File: src/rtl/bdm_pkg.sv
package bdm_pkg;
  localparam int OFS_W  = 7;
  localparam int BANK_W = 2;
  localparam int FSR_W  = OFS_W + 1;
  localparam int STAT_W = 8;

  typedef struct packed {
    logic [BANK_W-1:0] bank;
    logic [OFS_W-1:0]  ofs;
    logic              is_sfr;
    logic              mirror;
  } bdm_loc_t;

  localparam int LOC_W = $bits(bdm_loc_t);
endpackage

File: src/rtl/bdm_addr_form.sv
module bdm_addr_form
  import bdm_pkg::*;
#(
  parameter int RP_LSB = 5
) (
  input  logic [OFS_W-1:0]  operand_i,
  input  logic [STAT_W-1:0] status_i,
  input  logic [FSR_W-1:0]  fsr_i,
  input  logic              ind_bank_i,
  input  logic              indirect_i,
  output logic [BANK_W-1:0] bank_o,
  output logic [OFS_W-1:0]  ofs_o
);
  logic [BANK_W-1:0] direct_bank;
  logic [BANK_W-1:0] ptr_bank;

  assign direct_bank = status_i[RP_LSB +: BANK_W];
  assign ptr_bank    = {ind_bank_i, fsr_i[FSR_W-1]};

  always_comb begin
    if (indirect_i) begin
      bank_o = ptr_bank;
      ofs_o  = fsr_i[OFS_W-1:0];
    end else begin
      bank_o = direct_bank;
      ofs_o  = operand_i;
    end
  end
endmodule

File: src/rtl/bdm_region_class.sv
module bdm_region_class
  import bdm_pkg::*;
#(
  parameter logic [OFS_W-1:0]            SFR_LIMIT   = 7'h20,
  parameter int                          NUM_MIRROR  = 6,
  parameter logic [NUM_MIRROR*OFS_W-1:0] MIRROR_LIST = {7'h0B, 7'h0A, 7'h04, 7'h03, 7'h02, 7'h00},
  parameter logic [BANK_W-1:0]           MIRROR_BANK = '0
) (
  input  logic [BANK_W-1:0] bank_i,
  input  logic [OFS_W-1:0]  ofs_i,
  output bdm_loc_t          loc_o
);
  logic [NUM_MIRROR-1:0] hit;

  for (genvar g = 0; g < NUM_MIRROR; g++) begin : g_mirror
    assign hit[g] = (ofs_i == MIRROR_LIST[g*OFS_W +: OFS_W]);
  end

  always_comb begin
    loc_o.ofs    = ofs_i;
    loc_o.is_sfr = (ofs_i < SFR_LIMIT);
    loc_o.mirror = |hit;
    loc_o.bank   = (|hit) ? MIRROR_BANK : bank_i;
  end
endmodule

File: src/rtl/bdm_out_reg.sv
module bdm_out_reg #(
  parameter int DATA_W = 8
) (
  input  logic              clk,
  input  logic              rst_n,
  input  logic              s_valid,
  output logic              s_ready,
  input  logic [DATA_W-1:0] s_data,
  output logic              m_valid,
  input  logic              m_ready,
  output logic [DATA_W-1:0] m_data
);
  assign s_ready = !m_valid || m_ready;

  always_ff @(posedge clk or negedge rst_n) begin
    if (!rst_n) begin
      m_valid <= 1'b0;
      m_data  <= '0;
    end else if (s_ready) begin
      m_valid <= s_valid;
      if (s_valid) m_data <= s_data;
    end
  end

  assert_accept_latency_R6: assert property (@(posedge clk) disable iff (!rst_n)
    s_valid && s_ready |=> m_valid && (m_data == $past(s_data)));

  assert_stall_hold_R7: assert property (@(posedge clk) disable iff (!rst_n)
    m_valid && !m_ready |=> m_valid && $stable(m_data));

  assert_stall_block_R7: assert property (@(posedge clk) disable iff (!rst_n)
    m_valid && !m_ready |-> !s_ready);
endmodule

File: src/rtl/bdm_addr_decoder.sv
module bdm_addr_decoder
  import bdm_pkg::*;
#(
  parameter int                          RP_LSB      = 5,
  parameter logic [OFS_W-1:0]            SFR_LIMIT   = 7'h20,
  parameter int                          NUM_MIRROR  = 6,
  parameter logic [NUM_MIRROR*OFS_W-1:0] MIRROR_LIST = {7'h0B, 7'h0A, 7'h04, 7'h03, 7'h02, 7'h00},
  parameter logic [BANK_W-1:0]           MIRROR_BANK = '0
) (
  input  logic              clk,
  input  logic              rst_n,
  input  logic              in_valid,
  output logic              in_ready,
  input  logic [OFS_W-1:0]  in_operand,
  input  logic [STAT_W-1:0] in_status,
  input  logic [FSR_W-1:0]  in_fsr,
  input  logic              in_ind_bank,
  input  logic              in_indirect,
  output logic              out_valid,
  input  logic              out_ready,
  output logic [BANK_W-1:0] out_bank,
  output logic [OFS_W-1:0]  out_offset,
  output logic              out_is_sfr,
  output logic              out_mirror
);
  logic [BANK_W-1:0] raw_bank;
  logic [OFS_W-1:0]  raw_ofs;
  bdm_loc_t          loc_d;
  bdm_loc_t          loc_q;
  logic [LOC_W-1:0]  loc_q_bits;

  bdm_addr_form #(.RP_LSB(RP_LSB)) u_form (
    .operand_i  (in_operand),
    .status_i   (in_status),
    .fsr_i      (in_fsr),
    .ind_bank_i (in_ind_bank),
    .indirect_i (in_indirect),
    .bank_o     (raw_bank),
    .ofs_o      (raw_ofs)
  );

  bdm_region_class #(
    .SFR_LIMIT   (SFR_LIMIT),
    .NUM_MIRROR  (NUM_MIRROR),
    .MIRROR_LIST (MIRROR_LIST),
    .MIRROR_BANK (MIRROR_BANK)
  ) u_class (
    .bank_i (raw_bank),
    .ofs_i  (raw_ofs),
    .loc_o  (loc_d)
  );

  bdm_out_reg #(.DATA_W(LOC_W)) u_oreg (
    .clk     (clk),
    .rst_n   (rst_n),
    .s_valid (in_valid),
    .s_ready (in_ready),
    .s_data  (loc_d),
    .m_valid (out_valid),
    .m_ready (out_ready),
    .m_data  (loc_q_bits)
  );

  assign loc_q      = bdm_loc_t'(loc_q_bits);
  assign out_bank   = loc_q.bank;
  assign out_offset = loc_q.ofs;
  assign out_is_sfr = loc_q.is_sfr;
  assign out_mirror = loc_q.mirror;

  assert_sfr_below_R3: assert property (@(posedge clk) disable iff (!rst_n)
    out_valid && out_is_sfr |-> out_offset < SFR_LIMIT);

  assert_ram_above_R3: assert property (@(posedge clk) disable iff (!rst_n)
    out_valid && !out_is_sfr |-> out_offset >= SFR_LIMIT);

  assert_mirror_home_R4: assert property (@(posedge clk) disable iff (!rst_n)
    out_valid && out_mirror |-> out_bank == MIRROR_BANK);

  assert_indirect_offset_R2: assert property (@(posedge clk) disable iff (!rst_n)
    in_valid && in_ready && in_indirect |=> out_offset == $past(in_fsr[OFS_W-1:0]));
endmodule

File: config.mk
export PLATFORM = sky130hd
export DESIGN_NAME = bdm_addr_decoder
export DESIGN_NICKNAME = d
export VERILOG_FILES = /design/src/rtl/bdm_pkg.sv /design/src/rtl/bdm_addr_form.sv /design/src/rtl/bdm_region_class.sv /design/src/rtl/bdm_out_reg.sv /design/src/rtl/bdm_addr_decoder.sv
export SDC_FILE = /design/constraint.sdc
export NUM_CORES = 1
export LEC_CHECK = 0
export ABC_CLOCK_PERIOD_IN_PS = 1800
export CORE_AREA = 2 2 43 45
export CTS_BUF_LIST = sky130_fd_sc_hd__clkbuf_8
export DETAILED_ROUTE_END_ITERATION = 16
export DIE_AREA = 0 0 45 47
export PLACE_DENSITY = 0.91
export SETUP_SLACK_MARGIN = 0.3
export SYNTH_ARGS = -nofsm -noshare
export SYNTH_HDL_FRONTEND = slang
export SYNTH_SLANG_ARGS = --single-unit
File: constraint.sdc
create_clock -name clk -period 1.8 [get_ports clk]
set_input_delay 0.45 -clock clk [delete_from_list [all_inputs] [get_ports clk]]
set_output_delay 0.45 -clock clk [all_outputs]
set_load 0.02 [all_outputs]
Word-level counts from Yosys, hierarchy flattened
Index checks and enable logic that the tools add are counted.
{ "word_totals": {"register_bits": 12, "inputBits": 29, "output_inout_bits": 13} }
{ "op_classes": {"order_cmp": 1, "eq_ne": 5, "mux": 3, "n_reduce_logical": 5} }
{ "ops": {"columns": ["operator", "n"], "rows": [
  ["7-bit by 2-bit == test with 1-bit output, second input constant", 2],
  ["7-bit by 4-bit == test with 1-bit output, second input constant", 2],
  ["7-bit by 3-bit == test with 1-bit output, second input constant", 1],
  ["7-bit logical NOT", 1],
  ["7-bit by 6-bit < comparator with 1-bit output, second input constant", 1],
  ["7-bit 2-to-1 mux", 1],
  ["6-bit OR reduction", 1],
  ["2-bit 2-to-1 mux", 2],
  ["2-bit AND reduction", 1],
  ["1-bit logical NOT", 1],
  ["1-bit logical OR", 1]
]} }

Longest topological paths before layout
Gate-level depths: netlist (run 1).
{ "depth": {"depth_word": 4, "mapped_depth": 5} }

Hierarchy
Synthesis (run 1) repeated with hierarchy kept, for this count alone.
{ "hier_totals": {"cells_unflattened": 55, "area_unflattened_um2": 790.8} }
{ "by_module_without_submodules": {"columns": ["module", "instances", "cells_per_inst", "area_each_um2", "seq_area_each_um2"], "rows": [
  ["bdm_out_reg", 1, 27, 514.2, 300.3],
  ["bdm_addr_form", 1, 10, 146.4, 0.0],
  ["bdm_region_class", 1, 18, 130.1, 0.0]
]} }

Least setup slack after synthesis (run 1)
No wires, ideal clock.
{ "synth_timing": {"kind": "register to register", "from": "reg u_oreg.m_valid", "to": "reg u_oreg.m_data[10]", "setup_ps": 94, "arrival_ps": 1176, "required_ps": 1706, "path_slack_ps": 530, "stages_incl_launch_ff": 6, "n_path_buf": 1, "period_less_slack_ps": 1270, "path_cell_list": "dfrtp_1 nand2b_4 and2_1 clkbuf_1 nor2_1 a211oi_1"} }
{ "synth_between": {"elab_chain_cells": 3} }
{ "synth_lines": {"columns": ["element", "line_no", "source"], "rows": [
  ["from (decl)", "bdm_out_reg.sv:9", "output logic m_valid,"],
  ["from (signal assigned)", "bdm_out_reg.sv:20", "m_valid <= s_valid;"],
  ["1-bit logical NOT", "bdm_out_reg.sv:13", "assign s_ready = !m_valid || m_ready;"],
  ["1-bit logical OR", "bdm_out_reg.sv:13", null],
  ["via in_ready", "bdm_addr_decoder.sv:13", "output logic in_ready,"],
  ["2-bit AND reduction (no source line)", null, null],
  ["to (signal assigned)", "bdm_out_reg.sv:21", "if (s_valid) m_data <= s_data;"],
  ["to (decl)", "bdm_out_reg.sv:11", "output logic [DATA_W-1:0] m_data"]
]} }
The timed path passes the listed nets, and every way through them passes these cells.
A chain may end at the register's enable or synchronous reset.

Final worst setup path (run 1)
{ "layout_timing": {"from": "in in_operand[1]", "to": "reg u_oreg.m_data[10]"} }
{ "layout_between": {"elab_chain_cells": 4, "word_cells_on_any_way": 9, "cone_classes": "eq/ne (5); mux (2); reduce/logical (2)"} }
{ "layout_lines": {"columns": ["element", "line_no", "source"], "rows": [
  ["from (decl)", "bdm_addr_decoder.sv:14", "input logic [OFS_W-1:0] in_operand,"],
  ["7-bit 2-to-1 mux *", "bdm_addr_form.sv:21", "if (indirect_i) begin"],
  ["7-bit by 2-bit == test with 1-bit output, or another cell as far along", "bdm_region_class.sv:16", "assign hit[g] = (ofs_i == MIRROR_LIST[g*OFS_W +: OFS_W]);"],
  ["6-bit OR reduction *", "bdm_region_class.sv:23", "loc_o.bank = (|hit) ? MIRROR_BANK : bank_i;"],
  ["2-bit 2-to-1 mux *", "bdm_region_class.sv:23", null]
]} }
Mark *: on every way between the ends. The rest lies on a longest branch, timed or not.

==> flow_summary.json, run 1 <==
{
  "fp.coreArea_sq_mm": 0.00165,
  "cts_tree": "yes",
  "std_cell_rows": 15,
  "endpoint_kind": "flip-flop",
  "worstPathMaxFanout": 3,
  "r2r_cells": 5,
  "synth-edff-count": 0,
  "cts_buffers": 3,
  "dpl-instance-area_sq_um": 996,
  "globalRouteOverflowTotal": 0,
  "grt_max_degree": 14,
  "antenna_cells": 0,
  "rsz0062_at_grt": "yes",
  "start_util_pct": 36.2,
  "cts_sinks": 12,
  "synthFlopType": "dfrtp_1",
  "fp.dieH_um": 47,
  "port_buffers": 35,
  "dieArea_sq_mm": 0.00212,
  "yosysSeqAreaShare_pct": 50.2,
  "finalHoldViolCount": 0,
  "met2_usage_pct": 29.1,
  "use_met1_pct": 14.9,
  "relSlewSlack_pct": 64.8,
  "hold_class": "flip-flop to flip-flop",
  "post_cts_buffers": 0,
  "powerDensity_mw_per_mm2": 820,
  "drive_above_1_share_pct": 16.0,
  "ios": 42,
  "slowest_delay_ps": 480,
  "syn_nets": 87,
  "final_util_pct": 63.2,
  "cap_violations": 0,
  "ys_types": 21,
  "worstPathArrival_ps": 1570,
  "cts_root_buffer": "clkbuf_8",
  "grt_pass1_wl_um": 2300,
  "cp-startpoint": "in_operand[1]",
  "clk_path_buf_depth": 2,
  "drtIter0Drc": 4,
  "worst_r2r_startpoint": "u_oreg.m_valid$_DFFE_PN0N_",
  "grt_busiest_layer": "met2",
  "drt-pass1-iter-count": 2,
  "area_delta_synth_final_pct": 74.5,
  "clock_latency_ps": 250,
  "async_flop_share_pct": 100,
  "clk_pin_slew_ps": 50,
  "fin_skew_ps": 1.97,
  "antenna_left": 0,
  "gp_congestion": 0.743,
  "drt_wl_total_um": 1520,
  "critPathKind": "input port to flip-flop",
  "grt_pass1_vias": 561,
  "p_leak_nw": 0.504,
  "htree_levels": 1,
  "final_nets": 130,
  "syn-cell-area_sq_um": 598,
  "use_met3_pct": 6.15,
  "die_width_um": 45,
  "fmax_ghz": 0.691,
  "avgViaCountPerCell": 4.86,
  "whs_path_depth": 2,
  "hpwl_um": 1220,
  "tightest_slew_ps": 527,
  "irDropWorstVdd_mv": 0.551,
  "cp-start-kind": "input port",
  "status": "complete, no violations",
  "wire_per_inst_um": 13.0,
  "postSynthAreaPerCell_sq_um": 10.3,
  "worstPathRequired_ps": 1920,
  "cp_slowest_cell": "clkdlybuf4s50_1",
  "finalCritPeriodShare_pct": 80.4,
  "fin_area_sq_mm": 0.00104,
  "grt_usage_pct": 16.5,
  "drv_slew": 0,
  "ys_warn_count": 0,
  "vias": 569,
  "hp-start": "u_oreg.m_data[1]$_DFFE_PN0P_",
  "fin_crit_ps": 1450,
  "synth_cells": 58,
  "setup_viol": 0,
  "drc_errors": 0,
  "yosys_register_bits": 12,
  "antenna_found_initial": 0,
  "crit_chain": "clkdlybuf4s50_1 -> nand2b_1 -> o22a_1 -> a211oi_2 -> a211oi_1"
}
## area by class of cell
class	count	area [sq um]
fill	150	608
timing repair buffer	41	380
sequential	12	300
multi-input combinational	43	287
clock buffer	4	55.1
tap	17	21.3
## where the power goes
group | switching (mW) | total [mW] | internal (mW) | leakage [nW]
sequential | 0.0172 | 0.322 | 0.305 | 0.144
combinational | 0.116 | 0.232 | 0.116 | 0.332
clock | 0.108 | 0.302 | 0.194 | 0.0288
total | 0.242 | 0.856 | 0.615 | 0.504
## routing by layer
layer	vias up	routed length [um]
met3	7	114
met1	252	578
met2	22	763
met5	-	0
li1	288	-
met4	0	59
## final timing paths
check / slack, ps / end
worst min register to register: 480 / u_oreg.m_data[1]$_DFFE_PN0P_
worst min-delay path: 480 / u_oreg.m_data[1]$_DFFE_PN0P_
worst max-delay path: 350 / u_oreg.m_data[10]$_DFFE_PN0P_
worst max register to register: 640 / u_oreg.m_data[10]$_DFFE_PN0P_
min in group asynchronous: 550 / u_oreg.m_data[8]$_DFFE_PN0P_
max in group asynchronous: 900 / u_oreg.m_data[10]$_DFFE_PN0P_
## worst max-delay path: cells and delay by family
family | cells | cell delay, ps
AND/OR/NAND/NOR | 1 | 80
buffers and inverters | 1 | 480
AO/OA/AOI/OAI | 3 | 560
## timing repair
action / 4_1_cts / 5_1_grt
pin swaps: 3 / 2
gates resized for setup: 20 / 6
endpoints found under the setup margin: 17 / 10
hold buffers: 0 / 0
## cell usage after synthesis (2+ instances only)
library cell / count / share of area [%]
clkbuf_1: 2 / 1.3
mux2i_1: 8 / 13
dfrtp_1: 12 / 50
nand2_1: 8 / 5.0
nand2b_1: 2 / 2.1
o21ai_0: 6 / 5.0
a211oi_1: 2 / 2.5
nor2_1: 5 / 3.1
## cell families after synthesis
kind of cell / Yosys count / share of synthesized area [%]
simple gates: 21 / 17.8
compound gates: 14 / 15.5
flops: 12 / 50.2
mux: 8 / 13.4
buf+inv: 3 / 3.14
## registers in the layout, summed over array words and instances, names as in the netlist
| signal | flops |
|---|---|
| u_oreg.m_data | 11 |
| u_oreg.m_valid | 1 |
## through the flow
step	total power [mW]	hold WS, ps	instances	setup TNS, ps	worst slack (ps)
after floorplan	0.437	154	58	0	530
after global placement	0.581	460	113	-792	-278
after detailed placement	0.589	470	113	-802	-277
after CTS	0.865	477	117	0	157
after global routing	0.897	498	117	0	294
final	0.856	477	117	0	353
## cell usage in the layout (no fill, tap or decap), drive strengths merged
master | Yosys | final
a211oi | 3 | 3
a21o | 1 | 1
a21oi | 1 | 1
a31oi | 1 | 1
and2 | 1 | 1
buf | 1 | 7
clkbuf | 2 | 5
clkdlybuf4s50 | 0 | 18
dfrtp | 12 | 12
dlygate4sd2 | 0 | 13
dlymetal6s2s | 0 | 2
mux2i | 8 | 8
nand2 | 8 | 8
nand2b | 3 | 3
nand3 | 1 | 1
nor2 | 5 | 5
nor3 | 1 | 1
nor4 | 1 | 1
nor4b | 1 | 1
o21a | 1 | 1
o21ai | 6 | 6
o22a | 1 | 1
Power figures use the tool's default switching activity.
==> inputs of run 2 (changes only) <==
--- a/config.mk
+++ b/config.mk
@@ -5,12 +5,12 @@
 export SDC_FILE = /design/constraint.sdc
 export NUM_CORES = 1
 export LEC_CHECK = 0
-export ABC_CLOCK_PERIOD_IN_PS = 1800
-export CORE_AREA = 2 2 43 45
+export ABC_CLOCK_PERIOD_IN_PS = 1400
+export CORE_AREA = 2 2 45 47
 export CTS_BUF_LIST = sky130_fd_sc_hd__clkbuf_8
 export DETAILED_ROUTE_END_ITERATION = 16
-export DIE_AREA = 0 0 45 47
-export PLACE_DENSITY = 0.91
+export DIE_AREA = 0 0 47 49
+export PLACE_DENSITY = 0.85
 export SETUP_SLACK_MARGIN = 0.3
 export SYNTH_ARGS = -nofsm -noshare
 export SYNTH_HDL_FRONTEND = slang
==> constraint.sdc (replaced) <==
create_clock -name clk -period 1.4 [get_ports clk]
set_input_delay 0.35 -clock clk [delete_from_list [all_inputs] [get_ports clk]]
set_output_delay 0.35 -clock clk [all_outputs]
set_load 0.02 [all_outputs]
==> run 2 against run 1 <==
Compared with the run above: sequential share of layout area shrank 5.2 points; critical path depth fell by 3; wire length increased by 37%; largest power group is now combinational logic.
==> flow_summary.json, run 2 (same netlist as run 1, synthesis figures left out) <==
{
  "std_cell_rows": 16,
  "crit_buf_inv": 1,
  "rsz0062_at_grt": "yes",
  "antenna_found_initial": 0,
  "grt_pass1_vias": 712,
  "avgViaCountPerCell": 4.81,
  "drtIter0Drc": 11,
  "cp-start-kind": "flip-flop",
  "cap_violations": 0,
  "dp_cells": 125,
  "drt_wl_total_um": 2080,
  "cp_slowest_cell": "dfrtp_2",
  "fin_hold_ws_ps": 416,
  "worstPathRequired_ps": 1050,
  "top_register": "u_oreg.m_data",
  "wire_per_inst_um": 14.6,
  "htree_levels": 1,
  "final_common_cell": "buf_4",
  "ios": 42,
  "die_width_um": 47,
  "critPathKind": "flip-flop to output pin",
  "dieArea_sq_mm": 0.00230,
  "final_nets": 145,
  "cpLargestDelayFamily": "flip-flops",
  "clock_latency_ps": 240,
  "dp_slack_ps": -485,
  "endpoint_kind": "output pin",
  "tightest_slew_ps": 336,
  "finalHoldViolCount": 0,
  "drc_errors": 0,
  "slowest_delay_ps": 420,
  "powerDensity_mw_per_mm2": 953,
  "cts_buffers": 3,
  "final_util_pct": 69.4,
  "vias": 683,
  "grt_usage_pct": 18.6,
  "cts_sinks": 12,
  "cts_tree": "yes",
  "crit_chain": "nand2b_4 -> buf_6",
  "fp.dieH_um": 49,
  "worstPathMaxFanout": 2,
  "globalRouteOverflowTotal": 0,
  "finalCritPeriodShare_pct": 86.4,
  "worstPathArrival_ps": 860,
  "gp_congestion": 0.746,
  "clk_pin_slew_ps": 50,
  "top_regs": "u_oreg.m_data x11, u_oreg.m_valid x1",
  "grt_pass1_wl_um": 3150,
  "final_cell_mix": "19 x buf_4, 15 x buf_6, 11 x dlygate4sd2_1, 11 x dfrtp_1, 8 x mux2i_1",
  "clk_path_buf_depth": 2,
  "fp.coreArea_sq_mm": 0.00184,
  "drv_slew": 0,
  "grt_max_degree": 14,
  "p_leak_nw": 0.597,
  "status": "complete, no violations",
  "hpwl_um": 1230,
  "irDropWorstVdd_mv": 0.977,
  "fin_ws_ps": 190,
  "largest_reg_flops": 11,
  "fin_crit_ps": 1210,
  "relSlewSlack_pct": 77.6,
  "port_buffers": 35,
  "start_util_pct": 32.5,
  "fin_cells": 142,
  "cts_root_buffer": "clkbuf_8",
  "fmax_ghz": 0.826,
  "antenna_left": 0,
  "setup_viol": 0,
  "hold_class": "input port to async pin",
  "drive_above_1_share_pct": 54.8,
  "area_delta_synth_final_pct": 114,
  "antenna_cells": 0,
  "fin_skew_ps": 1.90,
  "drt-pass1-iter-count": 4
}
[run 2: cell types whose count changed in the layout (fill, tap and decap cells not counted), sizes merged]
cell,previous run,this run
inv,0,1
clkdlybuf4s50,18,5
clkdlybuf4s15,0,1
dlygate4sd2,13,11
clkbuf,5,4
buf,7,38
dlymetal6s2s,2,0
[run 2: layer usage]
metal  vias to the layer above  part of all wire (%)  GRT usage (%)
met5                         -                     0              0
li1                        326                     -              -
met4                         0                  0.67           2.78
met2                        26                    58           31.7
met3                         2                   6.0           7.78
met1                       329                    36           21.6
[run 2: metrics by stage]
stage	power (mW)	area, sq um	setup TNS [ps]
after CTS	1.13	1130	0
after global placement	0.755	1030	-3250
after detailed placement	0.763	1030	-3610
final	1.22	1280	0
after global routing	1.28	1280	0
after floorplan	0.566	616	0
[run 2: worst paths after layout]
check                      slack (ps)                      endpoint  depth (start not counted)                          from
min reg2reg                       520  u_oreg.m_data[2]$_DFFE_PN0P_                          2  u_oreg.m_data[2]$_DFFE_PN0P_
min in group clk                  450  u_oreg.m_data[5]$_DFFE_PN0P_                          3                     in_fsr[3]
max reg2reg                       190  u_oreg.m_data[9]$_DFFE_PN0P_                          5    u_oreg.m_valid$_DFFE_PN0N_
min                               420  u_oreg.m_data[1]$_DFFE_PN0P_                          2                         rst_n
max in group asynchronous         820    u_oreg.m_valid$_DFFE_PN0N_                          2                         rst_n
max                               190                      in_ready                          2    u_oreg.m_valid$_DFFE_PN0N_
[run 2: worst register-to-register path: cells and delay by family (launching register included)]
kind	cells	cell delay [ps]
AOI/OAI and AO/OA	1	210
buffers and inverters	1	120
DFF	1	420
and+or+nand+nor	3	370
[run 2: repair_timing]
| item | CTS | global route |
|---|---|---|
| hold buffers | 0 | 0 |
| setup buffers | 4 | 9 |
| pin swaps | 10 | 8 |
| gates resized for setup | 120 | 22 |
| setup endpoints to repair | 24 | 24 |
[run 2: report_power, final]
part	internal, mW	total (mW)	switching, mW
logic	0.258	0.468	0.211
registers	0.393	0.429	0.0357
clock network	0.193	0.321	0.127
total	0.844	1.22	0.374
[run 2: cell type report]
type	count	area (sq um)
tap	27	33.8
clock buffer	3	41.3
timing repair buffer	56	493
sequential	12	302
fill	133	564
clock inverter	1	3.75
multi-input combinational	43	404
